==> src/rtl/evstat_pkg.sv <==
package evstat_pkg;
  // Bus word width and the half-word each packed tally occupies.
  localparam int unsigned WORD_W = 32;
  localparam int unsigned HALF_W = WORD_W / 2;

  // Word addresses of the register map.
  localparam int unsigned CTRL_WORD     = 'h0B0;
  localparam int unsigned LINK_WORD     = 'h0B1;
  localparam int unsigned IRQ_BASE_WORD = 'h0B4;

  // Bit of the control word that requests a clear.
  localparam int unsigned CLR_BIT = 0;
endpackage

==> src/rtl/evstat_edge.sv <==
module evstat_edge #(
  parameter int unsigned W = 9
) (
  input  logic         clk,
  input  logic         rst,
  input  logic [W-1:0] lvl,
  output logic [W-1:0] rise
);
  logic [W-1:0] prev_q;

  always_ff @(posedge clk) begin
    if (rst) prev_q <= '0;
    else     prev_q <= lvl;
  end

  assign rise = lvl & ~prev_q;

  // a line held high yields no second event in the following cycle.
  assert_one_shot_R2: assert property (@(posedge clk) disable iff (rst)
    (|rise) |=> ((rise & $past(rise)) == '0));
endmodule

==> src/rtl/evstat_counter.sv <==
module evstat_counter #(
  parameter int unsigned CNT_W = 16
) (
  input  logic             clk,
  input  logic             rst,
  input  logic             clr,
  input  logic             ev,
  output logic [CNT_W-1:0] count
);
  localparam logic [CNT_W-1:0] CNT_MAX = {CNT_W{1'b1}};

  logic [CNT_W-1:0] cnt_q;

  always_ff @(posedge clk) begin
    if (rst || clr)
      cnt_q <= '0;
    else if (ev && (cnt_q != CNT_MAX))
      cnt_q <= cnt_q + 1'b1;
  end

  assign count = cnt_q;

  // a clear leaves zero behind even if an event came with it.
  assert_clear_zero_R7: assert property (@(posedge clk) disable iff (rst)
    clr |=> (count == '0));

  // a full tally does not wrap.
  assert_no_wrap_R8: assert property (@(posedge clk) disable iff (rst)
    (count == CNT_MAX && !clr) |=> (count == CNT_MAX));

  // without an event or a clear the tally does not move.
  assert_idle_hold_R2: assert property (@(posedge clk) disable iff (rst)
    (!clr && !ev) |=> $stable(count));

  // a tally rises by at most one per cycle.
  assert_single_step_R3: assert property (@(posedge clk) disable iff (rst)
    (!clr && ev && count != CNT_MAX) |=> (count == $past(count) + 1'b1));
endmodule

==> src/rtl/evstat_regbus.sv <==
module evstat_regbus
  import evstat_pkg::*;
#(
  parameter int unsigned ADDR_W  = 10,
  parameter int unsigned NUM_IRQ = 8,   // must be even
  parameter int unsigned CNT_W   = 16   // must not exceed HALF_W
) (
  input  logic                     clk,
  input  logic                     rst,
  input  logic [ADDR_W-1:0]        bus_addr,
  input  logic                     bus_wr,
  input  logic [WORD_W-1:0]        bus_wdata,
  input  logic                     bus_rd,
  input  logic [CNT_W-1:0]         link_cnt,
  input  logic [NUM_IRQ*CNT_W-1:0] irq_cnt,
  output logic                     clr_pulse,
  output logic [WORD_W-1:0]        bus_rdata
);
  localparam int unsigned NUM_PAIRS = NUM_IRQ / 2;
  localparam logic [ADDR_W-1:0] A_CTRL = ADDR_W'(CTRL_WORD);
  localparam logic [ADDR_W-1:0] A_LINK = ADDR_W'(LINK_WORD);

  logic [WORD_W-1:0] rd_word;
  logic [WORD_W-1:0] rdata_q;
  logic              hit_any;
  wire               unused_wdata = ^bus_wdata[WORD_W-1:CLR_BIT+1];

  assign clr_pulse = bus_wr && (bus_addr == A_CTRL) && bus_wdata[CLR_BIT];

  always_comb begin
    rd_word = '0;
    hit_any = 1'b0;
    if (bus_addr == A_LINK) begin
      rd_word[CNT_W-1:0] = link_cnt;
      hit_any            = 1'b1;
    end
    for (int p = 0; p < NUM_PAIRS; p++) begin
      if (bus_addr == ADDR_W'(IRQ_BASE_WORD + p)) begin
        rd_word[CNT_W-1:0]       = irq_cnt[(2*p)*CNT_W +: CNT_W];
        rd_word[HALF_W +: CNT_W] = irq_cnt[(2*p+1)*CNT_W +: CNT_W];
        hit_any                  = 1'b1;
      end
    end
  end

  always_ff @(posedge clk) begin
    if (rst)         rdata_q <= '0;
    else if (bus_rd) rdata_q <= rd_word;
  end

  assign bus_rdata = rdata_q;

  // unmapped or control reads return zero.
  assert_unmapped_zero_R9: assert property (@(posedge clk) disable iff (rst)
    (bus_rd && !hit_any) |=> (bus_rdata == '0));

  // read data holds while no read is requested.
  assert_rdata_hold_R11: assert property (@(posedge clk) disable iff (rst)
    !bus_rd |=> $stable(bus_rdata));

  // the upper half of the link word is always zero.
  assert_link_upper_R5: assert property (@(posedge clk) disable iff (rst)
    (bus_rd && bus_addr == A_LINK) |=> (bus_rdata[WORD_W-1:HALF_W] == '0));
endmodule

==> src/rtl/evstat_bank.sv <==
module evstat_bank
  import evstat_pkg::*;
#(
  parameter int unsigned ADDR_W  = 10,
  parameter int unsigned NUM_IRQ = 8,
  parameter int unsigned CNT_W   = 16
) (
  input  logic               clk,
  input  logic               rst,
  input  logic               link_en,
  input  logic [NUM_IRQ-1:0] irq_lines,
  input  logic [ADDR_W-1:0]  bus_addr,
  input  logic               bus_wr,
  input  logic [WORD_W-1:0]  bus_wdata,
  input  logic               bus_rd,
  output logic [WORD_W-1:0]  bus_rdata
);
  localparam int unsigned NUM_EV = NUM_IRQ + 1;  // bit 0 is the link

  logic [NUM_EV-1:0]        ev_rise;
  logic [CNT_W-1:0]         link_cnt;
  logic [NUM_IRQ*CNT_W-1:0] irq_cnt;
  logic                     clr_pulse;

  evstat_edge #(.W(NUM_EV)) edge_i (
    .clk  (clk),
    .rst  (rst),
    .lvl  ({irq_lines, link_en}),
    .rise (ev_rise)
  );

  evstat_counter #(.CNT_W(CNT_W)) link_cnt_i (
    .clk   (clk),
    .rst   (rst),
    .clr   (clr_pulse),
    .ev    (ev_rise[0]),
    .count (link_cnt)
  );

  for (genvar g = 0; g < NUM_IRQ; g++) begin : g_irq
    evstat_counter #(.CNT_W(CNT_W)) irq_cnt_i (
      .clk   (clk),
      .rst   (rst),
      .clr   (clr_pulse),
      .ev    (ev_rise[g+1]),
      .count (irq_cnt[g*CNT_W +: CNT_W])
    );
  end

  evstat_regbus #(
    .ADDR_W  (ADDR_W),
    .NUM_IRQ (NUM_IRQ),
    .CNT_W   (CNT_W)
  ) regbus_i (
    .clk       (clk),
    .rst       (rst),
    .bus_addr  (bus_addr),
    .bus_wr    (bus_wr),
    .bus_wdata (bus_wdata),
    .bus_rd    (bus_rd),
    .link_cnt  (link_cnt),
    .irq_cnt   (irq_cnt),
    .clr_pulse (clr_pulse),
    .bus_rdata (bus_rdata)
  );

  // a clear write empties every tally by the next cycle.
  assert_clear_all_R6: assert property (@(posedge clk) disable iff (rst)
    clr_pulse |=> (link_cnt == '0 && irq_cnt == '0));

  // a write to any address but the control word leaves tallies untouched
  // unless an edge arrives.
  assert_wr_ignored_R10: assert property (@(posedge clk) disable iff (rst)
    (bus_wr && bus_addr != ADDR_W'(CTRL_WORD) && ev_rise == '0)
      |=> ($stable(link_cnt) && $stable(irq_cnt)));
endmodule

==> config.mk <==
export PLATFORM = sky130hd
export DESIGN_NAME = evstat_bank
export DESIGN_NICKNAME = d
export VERILOG_FILES = /design/src/rtl/evstat_pkg.sv /design/src/rtl/evstat_edge.sv /design/src/rtl/evstat_counter.sv /design/src/rtl/evstat_regbus.sv /design/src/rtl/evstat_bank.sv
export SDC_FILE = /design/constraint.sdc
export NUM_CORES = 1
export LEC_CHECK = 0
export ABC_AREA = 0
export BUFFER_PORTS_ARGS = -buffer_cell sky130_fd_sc_hd__buf_2
export CAP_MARGIN = 20
export CORE_MARGIN = 2
export CORE_UTILIZATION = 30
export CTS_CLUSTER_SIZE = 28
export DETAILED_ROUTE_END_ITERATION = 8
export GPL_ROUTABILITY_DRIVEN = 1
export GPL_TIMING_DRIVEN = 0
export PLACE_DENSITY = 0.51
export SYNTH_ARGS = -nofsm -noshare
export SYNTH_HDL_FRONTEND = slang
export SYNTH_HIERARCHICAL = 1
export SYNTH_SLANG_ARGS = --single-unit
export TNS_END_PERCENT = 10
==> constraint.sdc <==
create_clock -name clk -period 2.8 [get_ports clk]
set_input_delay 0.7 -clock clk [delete_from_list [all_inputs] [get_ports clk]]
set_output_delay 0.7 -clock clk [all_outputs]
set_load 0.005 [all_outputs]
==> metrics.md <==
| Metric | Value |
|---|---|
| Run status | complete, no violations |
| Initial antenna violation count | 0 |
| Crit Path Max Fanout | 10 |
| Synthesized area | 10400 sq um |
| Filler cells | 3661 |
| RD Place Congestion | 0.861 |
| DRT iter0 DRCs | 823 |
| CP Class | input port to flop |
| Top cells by area, synth | dfxtp_1 (36%), a21oi_1 (4.7%), nand2_1 (4.3%), a41o_1 (3.5%), mux4_2 (3.5%) |
| LEAKAGE | 4.36 nW |
| TritonCTS clock tree | yes |
| Largest area contributor in the netlist | dfxtp_1 |
| Clk_skew | 0.0118 ns |
| Worst path max stage delay | 0.35 ns |
| Cts bufs inserted | 17 |
| IO Pins | just under 90 |
| EDFF count, synth | 0 |
| Hold EP | regbus_i/bus_rdata[3]$_SDFFE_PP0P_ |
| Crit-path slowest cell | clkbuf_2 |
| Period Utilization, post-route | 0.944 |
| Tot Pwr | 5.49 mW |
| Final core occ | 0.345 |
| Final worst path period need | between 2 and 3 ns |
| CP top delay family | buffers and inverters |
| Number of port buffers | 54 |
| CP Capture Type | flop |
| Register clock-pin slew on the reported worst setup and hold paths | 0.07 ns |
| Pin count of the biggest net entering global routing | 29 |
| Vias/cell | 5.58 |
| CP required | roughly 3.1 ns |
| Slew HR | 0.435 |
| ANT nets after route | 0 |
| DRT Pass-1 Iters | 8 |
| Vertical die dimension | 190 um |
| Root Buffer | clkbuf_16 |
| Post-DP HPWL | around 23 mm |
| Cell variety after synth | 51 |
| Fmax | ~0.38 GHz |
| Starting Density | 0.303 |
| MaxCap Viol Count | 0 |
| Core Region | 34400 sq um |
| # clock sinks | 185 |
| Number of buffers and inverters on the critical path | 7 |
| Synth-to-Final Area Change | 14.1% |
| Final setup viols | 0 |
| CTS max path bufs | 2 |
| Startpoint types | input port |
| Hold Vio Cnt, Final | 0 |
| Worst Hold Launch | regbus_i/bus_rdata[3]$_SDFFE_PP0P_ |
| Crit path DAT | a little under 3 ns |
| Syn Inst Count | 1167 |
| Count of warnings emitted by yosys | 6 |
| PD cells | 463 nW/um^2 |
| Total GRT Usage | 0.175 |
| FF+latch count, synth | 185 |
| Worst hold slack | 0.453 ns |
| Rows | slightly below 70 |
| Post-Route WL | 31.1 mm |
| Worst r2r dst | g_irq[1].irq_cnt_i/count[9]$_SDFFE_PP0P_ |
| Grt total ovfl | 0 |
| Worst-path cell chain | buf_2 > buf_4 > buf_2 > buf_4 > nor4b_1 > and3_4 > buf_12 > or2_2 > clkbuf_1 > clkbuf_2 > nor2_1 |
| Final Net Count | roughly 1300 |
| Post-synth ARST share | 0 |
| Measured slew at the worst slew-check pin | 0.848 ns |
| Synth Flop Type | dfxtp_1 |
| R2R cell count | 5 |
| First-pass GRT wire length | 49.5 mm |
| Syn avg cell area | 8.91 sq um |
| Max Slew Vio Count | 0 |
| DP Worst Slack | -0.805 ns |
| Wirelength per Cell | 18.2 um |
| R2R Setup Slk | 0.80 ns |
| Count leader, synth | dfxtp_1 |
| H-tree levels | 4 |
| RSZ-0062 raised after global routing | no |
| Total Neg Setup Slack | 0 ns |
| Post-synth top area share | 0.356 |
| Layout cell share with drive strength beyond 1 | 0.170 |
| Min-delay worst type | flop to flop |
| Most frequent cells after synthesis | dfxtp_1 (185), nand2_1 (118), a21oi_1 (97) |
| PnR worst setup slack | 0.156 ns |
| Die Wd | about 190 um |
| Peak supply drop | 377 uV |
| # DRC | 0 |
| Worst Hold Depth | 2 |
| Sequential fraction of the synthesis area | 0.356 |
| Reg2Reg Launch Point | g_irq[1].irq_cnt_i/count[0]$_SDFFE_PP0P_ |
| Syn Nets | 1231 |
| Routed vias | 9534 |
| Vias in the first global route | 8642 |
| Diode count | 0 |
| Die footprint | around 36000 sq um |
| Worst skew pair latency | 0.45 ns |
==> power breakdown <==
group	internal, mW	switching (mW)
clock	1.32	1.12
combinational	0.128	0.219
sequential	2.66	0.0424
==> area by class of cell <==
| class | count | area, sq um | area share |
|---|---|---|---|
| buffer | 56 | 289 | 0.0244 |
| clock buffer | 18 | 429 | 0.0362 |
| clock inverter | 13 | 145 | 0.0122 |
| inverter | 11 | 41.3 | 0.00348 |
| multi-input combinational | 915 | 6380 | 0.538 |
| sequential | 185 | 3700 | 0.312 |
| tap | 455 | 569 | 0.0480 |
| timing repair buffer | 57 | 305 | 0.0257 |
==> kinds of logic (layout without fill, tap and decap cells) <==
logic type / Yosys count / in the layout / share of synthesized area
xor+xnor: 27 / 27 / 0.0227
flops: 185 / 185 / 0.356
mux: 32 / 32 / 0.0520
compound gates: 308 / 308 / 0.209
simple gates: 539 / 539 / 0.319
fa+ha+maj: 9 / 9 / 0.0108
buf+inv: 67 / 155 / 0.0307
==> repair_timing <==
item                       in CTS  in global routing
resized for setup              10                  0
pin swaps                       0                  1
hold buffers                    0                  0
setup endpoints to repair      91                 60
buffers inserted                0                  3
==> worst max path at each step <==
stage	startpoint	endpoint	slack (ns)	depth (start not counted)
after floorplan	bus_addr[1]	g_irq[0].irq_cnt_i/count[0]$_SDFFE_PP0P_	0.29	9
after global placement	bus_addr[1]	g_irq[7].irq_cnt_i/count[3]$_SDFFE_PP0P_	-0.81	10
after detailed placement	bus_addr[1]	g_irq[3].irq_cnt_i/count[4]$_SDFFE_PP0P_	-0.81	10
after CTS	bus_addr[1]	g_irq[3].irq_cnt_i/count[4]$_SDFFE_PP0P_	0.03	10
after global routing	bus_addr[1]	g_irq[7].irq_cnt_i/count[2]$_SDFFE_PP0P_	0.04	11
final	bus_addr[1]	g_irq[7].irq_cnt_i/count[0]$_SDFFE_PP0P_	0.16	11
==> registers in the layout, summed over array words and instances, names as in the netlist <==
signal                 flops
link_cnt_i/count          16
edge_i/prev_q              9
g_irq.irq_cnt_i/count    128
regbus_i/bus_rdata        32
==> cells in the final DEF, fill, tap and decap left out, types with 10 or more instances in the layout <==
cell	n
a31oi_1	27
a41o_1	36
and2_1	19
clkbuf_2	18
nand2b_1	16
dfxtp_1	185
buf_2	66
a222oi_1	15
or3_1	45
clkbuf_1	19
inv_1	10
xor2_1	18
a21oi_1	97
nand3_1	47
o31ai_1	42
nand2_1	118
nor2_1	80
and4_1	36
nor2b_1	35
and3_4	10
or4_1	27
mux4_2	16
nand4_1	45
mux2_1	11
clkbuf_16	17
a2bb2oi_1	15
o21ai_0	46
==> metal layers <==
layer | wire length, um | global-route usage
met3 | 1180 | 0.0279
met1 | 15800 | 0.256
met2 | 13600 | 0.258
met5 | 0 | 0
met4 | 619 | 0.0590
==> worst min-delay path, stage by stage, from the launching register on <==
cell and delay [ns]:
dfxtp_1 0.32, nand2_1 0.05, o31ai_1 0.05
==> metrics by stage <==
stage               cell area, sq um  instances
floorplan                      10400       1167
global placement               11200       1676
detailed placement             11200       1676
CTS                            11800       1707
global route                   11900       1710
finish                         11900       1710
Power figures use the tool's default switching activity.
